--- src/rtl/flf_pkg.sv ---
package flf_pkg;

   typedef enum logic [1:0] {
      SZ_STD   = 2'd0,
      SZ_LEGAL = 2'd1,
      SZ_HUGE  = 2'd2
   } size_mode_e;

   // huge dominates; legal only matters when huge is clear
   function automatic size_mode_e decode_mode(input logic huge, input logic legal);
      if (huge)       return SZ_HUGE;
      else if (legal) return SZ_LEGAL;
      else            return SZ_STD;
   endfunction

endpackage

--- src/rtl/flf_limit_sel.sv ---
module flf_limit_sel
   import flf_pkg::*;
#(
   parameter int LEN_W     = 12,
   parameter int LIM_STD   = 1522,
   parameter int LIM_LEGAL = 1536,
   parameter int LIM_HUGE  = 1916
)(
   input  logic             clk,
   input  logic             rst_n,
   input  logic             take,
   input  logic             cfg_huge,
   input  logic             cfg_legal,
   output logic [LEN_W-1:0] limit_now
);

   size_mode_e mode_q;
   size_mode_e mode_use;

   // on an opening beat the live setting applies at once
   assign mode_use = take ? decode_mode(cfg_huge, cfg_legal) : mode_q;

   always_ff @(posedge clk or negedge rst_n) begin
      if (!rst_n)    mode_q <= SZ_STD;
      else if (take) mode_q <= decode_mode(cfg_huge, cfg_legal);
   end

   always_comb begin
      case (mode_use)
         SZ_HUGE:  limit_now = LEN_W'(LIM_HUGE);
         SZ_LEGAL: limit_now = LEN_W'(LIM_LEGAL);
         default:  limit_now = LEN_W'(LIM_STD);
      endcase
   end

endmodule

--- src/rtl/flf_len_count.sv ---
module flf_len_count #(
   parameter int LEN_W = 12
)(
   input  logic             clk,
   input  logic             rst_n,
   input  logic             rx_valid,
   input  logic             rx_sof,
   input  logic             rx_eof,
   output logic             open_beat,
   output logic             close_beat,
   output logic [LEN_W-1:0] cur_len
);

   localparam logic [LEN_W-1:0] LEN_TOP = '1;

   logic             in_frame_q;
   logic [LEN_W-1:0] cnt_q;
   logic             live;

   assign live       = rx_valid && (rx_sof || in_frame_q);
   assign open_beat  = rx_valid && rx_sof;
   assign close_beat = live && rx_eof;

   always_comb begin
      if (rx_sof)                cur_len = LEN_W'(1);
      else if (cnt_q == LEN_TOP) cur_len = LEN_TOP;
      else                       cur_len = cnt_q + LEN_W'(1);
   end

   always_ff @(posedge clk or negedge rst_n) begin
      if (!rst_n) begin
         in_frame_q <= 1'b0;
         cnt_q      <= '0;
      end else if (live) begin
         in_frame_q <= !rx_eof;
         cnt_q      <= cur_len;
      end
   end

endmodule

--- src/rtl/flf_judge.sv ---
module flf_judge #(
   parameter int LEN_W   = 12,
   parameter int MIN_LEN = 64
)(
   input  logic             clk,
   input  logic             rst_n,
   input  logic             close_beat,
   input  logic [LEN_W-1:0] cur_len,
   input  logic [LEN_W-1:0] limit_now,
   output logic             over_evt,
   output logic             v_valid,
   output logic             v_accept,
   output logic             v_runt,
   output logic             v_over
);

   logic is_runt;
   logic is_over;

   generate
      if (MIN_LEN > 0) begin : g_runt
         assign is_runt = cur_len < LEN_W'(MIN_LEN);
      end else begin : g_no_runt
         assign is_runt = 1'b0;
      end
   endgenerate

   assign is_over  = !is_runt && (cur_len > limit_now);
   assign over_evt = close_beat && is_over;

   always_ff @(posedge clk or negedge rst_n) begin
      if (!rst_n) begin
         v_valid  <= 1'b0;
         v_accept <= 1'b0;
         v_runt   <= 1'b0;
         v_over   <= 1'b0;
      end else begin
         v_valid  <= close_beat;
         v_accept <= close_beat && !is_runt && !is_over;
         v_runt   <= close_beat && is_runt;
         v_over   <= close_beat && is_over;
      end
   end

endmodule

--- src/rtl/flf_sat_cnt.sv ---
module flf_sat_cnt #(
   parameter int CNT_W = 16
)(
   input  logic             clk,
   input  logic             rst_n,
   input  logic             clr,
   input  logic             inc,
   output logic [CNT_W-1:0] count
);

   localparam logic [CNT_W-1:0] CNT_TOP = '1;

   always_ff @(posedge clk or negedge rst_n) begin
      if (!rst_n)                         count <= '0;
      else if (clr)                       count <= '0;
      else if (inc && (count != CNT_TOP)) count <= count + CNT_W'(1);
   end

endmodule

--- src/rtl/frame_len_gate.sv ---
module frame_len_gate #(
   parameter int LEN_W     = 12,
   parameter int CNT_W     = 16,
   parameter int MIN_LEN   = 64,
   parameter int LIM_STD   = 1522,
   parameter int LIM_LEGAL = 1536,
   parameter int LIM_HUGE  = 1916
)(
   input  logic             clk,
   input  logic             rst_n,
   input  logic             rx_valid,
   input  logic             rx_sof,
   input  logic             rx_eof,
   input  logic             cfg_huge,
   input  logic             cfg_legal,
   input  logic             drop_cnt_clr,
   output logic             verdict_valid,
   output logic             verdict_accept,
   output logic             verdict_drop,
   output logic             verdict_runt,
   output logic             verdict_oversize,
   output logic [CNT_W-1:0] drop_count
);

   localparam int LEN_CEIL = (1 << LEN_W) - 1;

   generate
      if (!(MIN_LEN >= 0 && MIN_LEN <= LIM_STD && LIM_STD < LIM_LEGAL
            && LIM_LEGAL < LIM_HUGE)) begin : g_bad_order
         $error("frame_len_gate: bounds must rise MIN_LEN <= STD < LEGAL < HUGE");
      end
      if (LIM_HUGE >= LEN_CEIL) begin : g_bad_width
         $error("frame_len_gate: LEN_W too narrow for the jumbo ceiling");
      end
      if (CNT_W < 1) begin : g_bad_cnt
         $error("frame_len_gate: CNT_W must be positive");
      end
   endgenerate

   logic             open_beat;
   logic             close_beat;
   logic [LEN_W-1:0] cur_len;
   logic [LEN_W-1:0] limit_now;
   logic             over_evt;

   flf_len_count #(.LEN_W(LEN_W)) u_count (
      .clk        (clk),
      .rst_n      (rst_n),
      .rx_valid   (rx_valid),
      .rx_sof     (rx_sof),
      .rx_eof     (rx_eof),
      .open_beat  (open_beat),
      .close_beat (close_beat),
      .cur_len    (cur_len)
   );

   flf_limit_sel #(
      .LEN_W     (LEN_W),
      .LIM_STD   (LIM_STD),
      .LIM_LEGAL (LIM_LEGAL),
      .LIM_HUGE  (LIM_HUGE)
   ) u_limit (
      .clk       (clk),
      .rst_n     (rst_n),
      .take      (open_beat),
      .cfg_huge  (cfg_huge),
      .cfg_legal (cfg_legal),
      .limit_now (limit_now)
   );

   flf_judge #(.LEN_W(LEN_W), .MIN_LEN(MIN_LEN)) u_judge (
      .clk        (clk),
      .rst_n      (rst_n),
      .close_beat (close_beat),
      .cur_len    (cur_len),
      .limit_now  (limit_now),
      .over_evt   (over_evt),
      .v_valid    (verdict_valid),
      .v_accept   (verdict_accept),
      .v_runt     (verdict_runt),
      .v_over     (verdict_oversize)
   );

   assign verdict_drop = verdict_runt || verdict_oversize;

   flf_sat_cnt #(.CNT_W(CNT_W)) u_drops (
      .clk   (clk),
      .rst_n (rst_n),
      .clr   (drop_cnt_clr),
      .inc   (over_evt),
      .count (drop_count)
   );

endmodule

--- config.mk ---
export PLATFORM = sky130hd
export DESIGN_NAME = frame_len_gate
export DESIGN_NICKNAME = d
export VERILOG_FILES = /design/src/rtl/flf_pkg.sv /design/src/rtl/flf_limit_sel.sv /design/src/rtl/flf_len_count.sv /design/src/rtl/flf_judge.sv /design/src/rtl/flf_sat_cnt.sv /design/src/rtl/frame_len_gate.sv
export SDC_FILE = /design/constraint.sdc
export NUM_CORES = 1
export LEC_CHECK = 0
export CAP_MARGIN = 20
export CORE_AREA = 2 2 69 71
export CTS_CLUSTER_SIZE = 40
export DETAILED_ROUTE_END_ITERATION = 16
export DIE_AREA = 0 0 71 73
export PLACE_DENSITY = 0.78
export SYNTH_ARGS = -nofsm -noshare
export SYNTH_HDL_FRONTEND = slang
export SYNTH_SLANG_ARGS = --single-unit
--- constraint.sdc ---
create_clock -name clk -period 4.7 [get_ports clk]
set_input_delay 0.705 -clock clk [delete_from_list [all_inputs] [get_ports clk]]
set_output_delay 0.705 -clock clk [all_outputs]
set_load 0.005 [all_outputs]
After elaboration in Yosys (flattened, before gate mapping)
Cells that the tools add are included.
W data, S select, Z words.
{"block": "word_totals", "wordCells": 39, "regBits": 35}
{"block": "classes", "n_eq_ne": 4, "order_cmp": 2, "add_sub_neg": 2, "muxes": 8, "n_reduce_logical": 15}
{"op": "$mux W16", "n": 2}
{"op": "$mux W12", "n": 2}
{"op": "$pmux W10 S2", "n": 1}
{"op": "$add A16 B1 Y16 const B", "n": 1}
{"op": "$ne A16 B16 Y1 const B", "n": 1}
{"op": "$add A12 B1 Y12 const B", "n": 1}
{"op": "$eq A12 B12 Y1 const B", "n": 1}
{"op": "$gt A12 B11 Y1", "n": 1}
{"op": "$lt A12 B7 Y1 const B", "n": 1}
{"op": "$logic_and A1 B1 Y1", "n": 9}
{"op": "$mux W2", "n": 2}
{"op": "$logic_not A1 Y1", "n": 3}
{"op": "$eq A2 B1 Y1 const B", "n": 1}
{"op": "$eq A2 B2 Y1 const B", "n": 1}
{"op": "$logic_or A1 B1 Y1", "n": 2}
{"op": "$reduce_bool A2 Y1", "n": 1}
{"op": "$mux W1", "n": 1}

Logic depth before layout (Yosys ltp)
Gate-level depths: netlist of the first run.
{"block": "logic_depth", "word_depth": 11, "ltp_mapped": 17}

Hierarchy
A second synthesis of the first run with hierarchy kept.
{"block": "unflattened", "hier_cells": 278, "area_unflattened_um2": 2548.7}
{"mod": "flf_len_count", "n_inst": 1, "cells_each": 106, "area_each_um2": 962.2, "seq_area_each_um2": 325.3}
{"mod": "flf_sat_cnt", "n_inst": 1, "cells_each": 98, "area_each_um2": 942.2, "seq_area_each_um2": 400.4}
{"mod": "flf_judge", "n_inst": 1, "cells_each": 50, "area_each_um2": 445.4, "seq_area_each_um2": 100.1}
{"mod": "flf_limit_sel", "n_inst": 1, "cells_each": 23, "area_each_um2": 192.7, "seq_area_each_um2": 50.0}
{"mod": "frame_len_gate", "n_inst": 1, "cells_each": 1, "area_each_um2": 6.3, "seq_area_each_um2": 0.0}

Worst setup path after synthesis of the first run
No wires, ideal clock.
{"block": "synth_path", "path_kind": "input-to-reg", "startpoint": "input rx_sof", "endpoint": "register u_drops.count[15]", "setup_slack_ns": 0.975, "stages": 16, "arrival_ns": 3.626, "path_cell_list": "buf_1 -> nand2_1 -> o21ai_0 -> inv_1 -> ha_1 -> inv_1 -> ha_1 -> a21oi_1 -> a21oi_1 -> o311a_1 -> o311a_2 -> o211ai_4 -> buf_6 -> buf_4 -> inv_1 -> a311oi_1"}
{"block": "synth_via", "elab_chain_cells": 9, "word_cells_on_any_way": 16, "classes_between": "order compare (2); eq/ne (2); mux (3); reduce/logical (9)"}
{"element": "from (decl)", "line_no": "frame_len_gate.sv:12", "text": "input logic rx_sof,"}
{"element": "$logic_and A1 B1 Y1 (*)", "line_no": "flf_len_count.sv:21", "text": "assign open_beat = rx_valid && rx_sof;"}
{"element": "$mux W2 (*)"}
{"element": "via u_limit.mode_use[0]", "line_no": "flf_limit_sel.sv:18", "text": "size_mode_e mode_use;"}
{"element": "$eq A2 B1 Y1 or $eq A2 B2 Y1 (tied branches)", "line_no": "flf_limit_sel.sv:29", "text": "case (mode_use)"}
{"element": "$pmux W10 S2 (*)", "line_no": "flf_limit_sel.sv:29"}
{"element": "$gt A12 B11 Y1 (*)", "line_no": "flf_judge.sv:28", "text": "assign is_over = !is_runt && (cur_len > limit_now);"}
{"element": "$logic_and A1 B1 Y1 (*)", "line_no": "flf_judge.sv:28"}
{"element": "$logic_and A1 B1 Y1 (*)", "line_no": "flf_judge.sv:29", "text": "assign over_evt = close_beat && is_over;"}
{"element": "via over_evt", "line_no": "frame_len_gate.sv:44", "text": "logic over_evt;"}
{"element": "$logic_and A1 B1 Y1 (*)", "line_no": "flf_sat_cnt.sv:16", "text": "else if (inc && (count != CNT_TOP)) count <= count + CNT_W'(1);"}
{"element": "$reduce_bool A2 Y1 (no source line) (*)"}
{"element": "to (signal assigned)", "line_no": "flf_sat_cnt.sv:16"}
{"element": "to (decl)", "line_no": "flf_sat_cnt.sv:8", "text": "output logic [CNT_W-1:0] count"}
Mark *: on every way through the listed nets, which the timed path passes. The rest lies on a longest branch.
A chain may end at the register's enable or synchronous reset.

Final worst setup path of the first run
{"block": "layout_path", "startpoint": "register u_count.cnt_q[0]", "endpoint": "register u_drops.count[14]"}
{"block": "layout_via", "elab_chain_cells": 9, "word_cells_on_any_way": 11, "classes_between": "add/sub (1); order compare (2); eq/ne (1); mux (2); reduce/logical (5)"}
{"element": "from (decl)", "line_no": "flf_len_count.sv:17", "text": "logic [LEN_W-1:0] cnt_q;"}
{"element": "from (signal assigned)", "line_no": "flf_len_count.sv:36", "text": "cnt_q <= cur_len;"}
{"element": "$add A12 B1 Y12 or $eq A12 B12 Y1 (tied branches)", "line_no": "flf_len_count.sv:27, flf_len_count.sv:26"}
{"element": "$mux W12 (*)", "line_no": "flf_len_count.sv:26", "text": "else if (cnt_q == LEN_TOP) cur_len = LEN_TOP;"}
{"element": "$mux W12 (*)", "line_no": "flf_len_count.sv:25", "text": "if (rx_sof) cur_len = LEN_W'(1);"}
{"element": "via cur_len[5]", "line_no": "frame_len_gate.sv:42", "text": "logic [LEN_W-1:0] cur_len;"}
{"element": "$lt A12 B7 Y1", "line_no": "flf_judge.sv:22", "text": "assign is_runt = cur_len < LEN_W'(MIN_LEN);"}
{"element": "$logic_not A1 Y1", "line_no": "flf_judge.sv:28"}
{"element": "$logic_and A1 B1 Y1 (*)", "line_no": "flf_judge.sv:28"}
{"element": "$logic_and A1 B1 Y1 (*)", "line_no": "flf_judge.sv:29"}
{"element": "$logic_and A1 B1 Y1 (*)", "line_no": "flf_sat_cnt.sv:16"}
{"element": "$reduce_bool A2 Y1 (no source line) (*)"}
Marks and branches as above.

==> results_dict.tcl, run 1 <==
set metrics [dict create \
    status "finished, final reports clean" \
    critical_path.max_fanout 25 \
    yosysUniqueCellTypes 53 \
    routedWlPerCell_um 16.6 \
    setup_tns_ns 0 \
    cp-start-kind "flip-flop" \
    wirelength_um 5640 \
    clk_latency_ns 0.30 \
    synth_area_leaders "dfrtp_1 36%, ha_1 6.7%, a21oi_1 5.0%, nand2_1 3.4%, and4_1 2.9%" \
    dieArea_um2 5180 \
    power_w 0.000632 \
    start_util 0.532 \
    die_w_um 71 \
    clockBufferDepth 2 \
    rows 25 \
    cp_data_arrival_time_ns 4.35 \
    setup_slack_ns 0.542 \
    cts_setup_buffers 0 \
    synth_seq_cells 35 \
    grt_pass1_vias 1936 \
    ys_seq_area_frac 0.363 \
    powerDensity_nw_per_um2 229 \
    dp_slack_ns 0.385 \
    yosys-top-cells-count "35 x dfrtp_1, 24 x a21oi_1, 22 x nand2_1" \
    slew_viol_final 0 \
    clock_skew_ns 0.0110 \
    end_kind "flip-flop" \
    crit_chain "ha_1, and4_1, nand3_2, a21oi_1, ha_1, a211oi_1, nor2_1, o311a_1, o311a_2, o211ai_4, nor3_1, mux2_2" \
    portBuffers 28 \
    die_y_um 73 \
    cts_made_buffers 5 \
    syn_inst 266 \
    synth_ff_type "dfrtp_1" \
    max_stage_delay_ns 0.53 \
    synth.top_cell.area_share 0.363 \
    worstMarginPinSlew_ns 0.851 \
    dp_hpwl_um 3980 \
    cts_htree_levels 2 \
    worst_path_most_repeated_cell "ha_1" \
    antenna_cells 0 \
    synth_warnings 0 \
    cts_resized 0 \
    synth_area_um2 2410 \
    rsz0062_at_grt "no" \
    final_util 0.610 \
    num_vias 2168 \
    hold_class "flip-flop to flip-flop" \
    cts-root-buf "clkbuf_8" \
    fill_cells 391 \
    ant_nets 0 \
    ios 29 \
    antenna_found_initial 0 \
    power_leakage_nw 1.15 \
    async_flop_share 1.00 \
    drc 0 \
    cp_num_cells 12 \
    whs_ns 0.517 \
    globalplace.congestion 0.901 \
    syn-num-nets 287 \
    relSlewSlack 0.427 \
    min_period_ns 4.16 \
    core_um2 4540 \
    drt_pass1_iterations 5 \
    path_clk_slew_ns 0.08 \
    synth_edf_count 0 \
    r2r_cells 12 \
    synth_most_common_cell "dfrtp_1" \
    critical-path-top-delay-family "compound AO/OA/AOI/OAI gates" \
    required_ns 4.89 \
    fmax_ghz 0.240 \
    cp_num_buf_inv 0 \
    grt-ovfl-total 0 \
    cap_violations 0 \
    drive_above_1_share 0.101 \
    cts_tree "built" \
    finalCritPeriodShare 0.885 \
    crit_slowest_cell "o211ai_4" \
    critical_path_class "flip-flop to flip-flop" \
    grt_pass1_wl_um 9470 \
    layout.nets 306 \
    yosysTopAreaCell "dfrtp_1" \
    finalHoldViolations 0 \
    clock_sinks 35 \
    setup_violations 0 \
    min_path_cells 2 \
    avgSynthCellArea_um2 9.07 \
    via_per_inst 6.38 \
    drt_iter0_drc 179 \
    postCtsHoldBufs 0 \
    synthToLayoutAreaGrowth_pct 14.6 \
    ir_worst_vdd_mv 0.157 \
    track_usage 0.231 \
    grt_max_degree 36 \
]
[cells by family (layout without fill, tap and decap cells)]
| logic type | after synthesis | after routing | share of synthesized area |
|---|---|---|---|
| AO/OA/AOI/OAI | 70 | 70 | 0.204 |
| XOR/XNOR | 3 | 3 | 0.0109 |
| adder cells (fa/ha/maj) | 13 | 13 | 0.0674 |
| buffers and inverters | 32 | 52 | 0.0643 |
| flip-flops | 35 | 35 | 0.363 |
| multiplexers | 7 | 7 | 0.0322 |
| AND/OR/NAND/NOR | 106 | 106 | 0.258 |
[metal layers]
metal | up-vias | routed length (um) | global-route usage
met5 | - | 0 | 0
met4 | 0 | 119 | 0.0713
met3 | 15 | 389 | 0.0622
met2 | 89 | 2610 | 0.346
met1 | 1031 | 2520 | 0.326
li1 | 1033 | - | -
[sequential cells by signal, indices dropped and copies added, names as in the netlist]
| register | count |
|---|---|
| u_judge.v_valid | 1 |
| u_count.cnt_q | 12 |
| u_judge.v_runt | 1 |
| u_judge.v_accept | 1 |
| u_drops.count | 16 |
| u_limit.mode_q | 2 |
| u_count.in_frame_q | 1 |
| u_judge.v_over | 1 |
[layout make-up]
cell class	instances	area, um^2	share of cell area
Multi-Input combinational cell	199	1380	0.500
Sequential cell	35	876	0.317
Timing Repair Buffer	31	303	0.110
Clock buffer	5	68.8	0.0249
Tap cell	54	67.6	0.0244
Inverter	13	48.8	0.0176
Clock inverter	3	20.0	0.00724
[placed cells by master (no fill, tap or decap), drive strengths merged, types with 3 or more instances in the layout]
| cell | synthesis | routed |
|---|---|---|
| inv | 13 | 13 |
| nor2b | 7 | 7 |
| buf | 9 | 3 |
| nand2 | 22 | 22 |
| a211oi | 3 | 3 |
| nand4 | 8 | 8 |
| a21oi | 24 | 24 |
| ha | 13 | 13 |
| dfrtp | 35 | 35 |
| nor2 | 13 | 13 |
| and3 | 5 | 5 |
| mux2 | 6 | 6 |
| or4 | 7 | 7 |
| a41o | 3 | 3 |
| o21ai | 11 | 11 |
| nor3 | 13 | 13 |
| and4 | 8 | 8 |
| xnor2 | 3 | 3 |
| o31ai | 8 | 8 |
| and2 | 3 | 3 |
| nand4b | 3 | 3 |
| nand3 | 10 | 10 |
| clkbuf | 10 | 5 |
| a22o | 3 | 3 |
| clkdlybuf4s50 | 0 | 28 |
[tightest hold or removal path: cells and delay by family (launching register included)]
kind / cells / cell delay, ns
buffers and inverters: 1 / 0.08
DFF: 1 / 0.32
muxes: 1 / 0.08
[path summary, 6_finish.rpt]
kind / from / end / slack (ns)
max: u_count.cnt_q[0]$_DFFE_PN0P_ / u_drops.count[14]$_DFFE_PN0P_ / 0.54
min: u_limit.mode_q[1]$_DFF_PN0_ / u_limit.mode_q[1]$_DFF_PN0_ / 0.52
max reg2reg: u_count.cnt_q[0]$_DFFE_PN0P_ / u_drops.count[14]$_DFFE_PN0P_ / 0.54
max in group asynchronous: rst_n / u_count.cnt_q[1]$_DFFE_PN0P_ / 3.55
min in group asynchronous: rst_n / u_count.cnt_q[4]$_DFFE_PN0P_ / 0.81
min reg2reg: u_limit.mode_q[1]$_DFF_PN0_ / u_limit.mode_q[1]$_DFF_PN0_ / 0.52
[stage by stage]
stage          cell area, um^2  std cells
4_1_cts                   2770        340
3_5_place_dp              2680        332
5_1_grt                   2770        340
6_report                  2770        340
2_1_floorplan             2410        266
3_3_place_gp              2680        332
[report_power, final]
| part | switching, W | total, W | internal, W |
|---|---|---|---|
| logic | 0.0000498 | 0.0000853 | 0.0000355 |
| clock network | 0.000123 | 0.000227 | 0.000103 |
| registers | 0.0000110 | 0.000320 | 0.000309 |
| total | 0.000184 | 0.000632 | 0.000448 |
No activity file was read; power rests on OpenSTA's default activity.
==> run 2: changes to the inputs <==
--- a/config.mk
+++ b/config.mk
@@ -6,11 +6,13 @@
 export NUM_CORES = 1
 export LEC_CHECK = 0
 export CAP_MARGIN = 20
-export CORE_AREA = 2 2 69 71
+export CELL_PAD_IN_SITES_DETAIL_PLACEMENT = 1
+export CELL_PAD_IN_SITES_GLOBAL_PLACEMENT = 1
+export CORE_AREA = 2 2 78 80
 export CTS_CLUSTER_SIZE = 40
 export DETAILED_ROUTE_END_ITERATION = 16
-export DIE_AREA = 0 0 71 73
-export PLACE_DENSITY = 0.78
+export DIE_AREA = 0 0 80 82
+export PLACE_DENSITY_LB_ADDON = 0.1
 export SYNTH_ARGS = -nofsm -noshare
 export SYNTH_HDL_FRONTEND = slang
 export SYNTH_SLANG_ARGS = --single-unit
==> constraint.sdc (replaced) <==
create_clock -name clk -period 4.7 [get_ports clk]
set_input_delay 0.47 -clock clk [delete_from_list [all_inputs] [get_ports clk]]
set_output_delay 0.47 -clock clk [all_outputs]
set_load 0.005 [all_outputs]
==> run 2 against run 1 <==
Compared with the run above:
- non-clock buffer count decreased by 1
- global-route usage decreased by 2.6 points
- combinational power increased by 1%
- clock power increased by 29%
- register-to-register slack improved by 0.097 ns
- first-iteration DRC count decreased by 76%
- die area increased by 27%
- power increased by 11%
- utilization decreased by 12 points
- via count decreased by 4.0%
- sequential power about the same
- clock skew decreased by 0.0048 ns
- critical endpoint is now u_drops.count[15]$_DFFE_PN0P_
- critical path type unchanged
==> results_dict.tcl, run 2 (synthesis results as in run 1) <==
set metrics [dict create \
    grt_pass1_vias 2001 \
    ir_worst_vdd_mv 0.147 \
    layout.nets 305 \
    dr_wl_met3_um 152 \
    cap_violations 0 \
    hold_class "input pin to async pin" \
    max_flop_register "u_drops.count" \
    drc 0 \
    largest_register_ffs 16 \
    dp_slack_ns 0.516 \
    layout_commonest_cell "dfrtp_1" \
    placedCellCount 352 \
    cts_made_buffers 5 \
    num_vias 2082 \
    via_per_inst 5.78 \
    dp_hpwl_um 4510 \
    end_kind "flip-flop" \
    ios 29 \
    antenna_cells 0 \
    critical_path.max_fanout 16 \
    rows 28 \
    stdcell_count 360 \
    worstMarginPinSlew_ns 0.829 \
    antenna_found_initial 0 \
    drt_iter0_drc 43 \
    fmax_ghz 0.246 \
    reg.largest.list "u_drops.count (16), u_count.cnt_q (12), u_limit.mode_q (2)" \
    portBuffers 28 \
    wirelength_um 6210 \
    final_util 0.489 \
    min_period_ns 4.06 \
    layout_common_cells "35 x dfrtp_1, 27 x clkdlybuf4s50_1, 24 x a21oi_1" \
    slew_viol_final 0 \
    synthToLayoutAreaGrowth_pct 16.4 \
    met2_length_um 3040 \
    cts_htree_levels 2 \
    power_w 0.000701 \
    clockBufferDepth 2 \
    met1_length_um 2900 \
    finalHoldViolations 0 \
    setup_violations 0 \
    clock_skew_ns 0.00617 \
    r2r-start "u_count.cnt_q[0]$_DFFE_PN0P_" \
    postCtsHoldBufs 0 \
    powerDensity_nw_per_um2 250 \
    cts_setup_buffers 0 \
    power_leakage_nw 1.17 \
    core_um2 5750 \
    required_ns 4.89 \
    setup_slack_ns 0.639 \
    drive_above_1_share 0.102 \
    setup_tns_ns 0 \
    routedWlPerCell_um 17.2 \
    r2r_setup_slack_ns 0.64 \
    start_util 0.420 \
    die_w_um 80 \
    grt-ovfl-total 0 \
    cts_tree "built" \
    status "finished, final reports clean" \
    critical_path_class "flip-flop to flip-flop" \
    r2r_cells 13 \
    globalplace.congestion 0.853 \
    r2r-end "u_drops.count[15]$_DFFE_PN0P_" \
    cts-root-buf "clkbuf_8" \
    relSlewSlack 0.447 \
    drt_pass1_iterations 4 \
    die_y_um 82 \
    routed.top_layer "met4" \
    ant_nets 0 \
    dieArea_um2 6560 \
    cp_data_arrival_time_ns 4.25 \
    cts_resized 0 \
    clk_latency_ns 0.29 \
    grt_max_degree 36 \
    grt_pass1_wl_um 10200 \
    track_usage 0.205 \
    rsz0062_at_grt "no" \
    clock_sinks 35 \
    path_clk_slew_ns 0.08 \
    cp-start-kind "flip-flop" \
    finalCritPeriodShare 0.864 \
]
[run 2: cell count changes in the layout (fill, tap and decap cells not counted)]
| cell | change |
|---|---|
| buf_2 | +1 |
| clkinvlp_4 | -2 |
| bufinv_16 | +1 |
| buf_4 | -1 |
| clkdlybuf4s50_1 | -1 |
| clkbuf_8 | +1 |
[run 2: final cells by class]
class	instances	area (um^2)
Clock buffer	6	82.6
Sequential cell	35	876
Multi-Input combinational cell	199	1380
Inverter	13	48.8
Clock inverter	2	35.0
Tap cell	75	93.8
Timing Repair Buffer	30	290
Fill cell	687	2940
[run 2: power breakdown]
part	internal (W)	leakage, nW	switching (W)
clock	0.000172	0.0612	0.000121
combinational	0.0000343	0.630	0.0000521
sequential	0.000309	0.478	0.0000122
[run 2: worst max path at each step]
stage                                      start                            end  slack (ns)  cells past startpoint
floorplan                                 rx_sof  u_drops.count[15]$_DFFE_PN0P_        1.21                     16
global placement                        rx_valid  u_drops.count[15]$_DFFE_PN0P_        0.55                     15
detailed placement                      rx_valid  u_drops.count[15]$_DFFE_PN0P_        0.52                     14
CTS                 u_count.cnt_q[0]$_DFFE_PN0P_  u_drops.count[15]$_DFFE_PN0P_        0.64                     13
global route        u_count.cnt_q[0]$_DFFE_PN0P_  u_drops.count[15]$_DFFE_PN0P_        0.39                     13
finish              u_count.cnt_q[0]$_DFFE_PN0P_  u_drops.count[15]$_DFFE_PN0P_        0.64                     13
[run 2: worst max-delay path, stage by stage (launching register included)]
cell      delay (ns)
dfrtp_1         0.48
ha_1            0.35
and4_1          0.45
nand3_2         0.29
a21oi_1         0.29
ha_1            0.28
a211oi_1        0.20
nor2_1          0.08
o311a_1         0.30
o311a_2         0.42
o211ai_4        0.30
buf_4           0.26
inv_1           0.07
a311oi_1        0.20
[run 2: stage by stage]
step           instance area [um^2]  hold WS (ns)
3_3_place_gp                   2690         0.523
6_report                       2810         0.270
4_1_cts                        2810         0.291
2_1_floorplan                  2410         0.174
3_5_place_dp                   2690         0.536
5_1_grt                        2810         0.325
[run 2: metal layers]
layer | track usage | vias up
met1 | 0.265 | 1007
met2 | 0.343 | 32
li1 | - | 1034
met5 | 0 | -
met4 | 0.0746 | 0
met3 | 0.0374 | 9
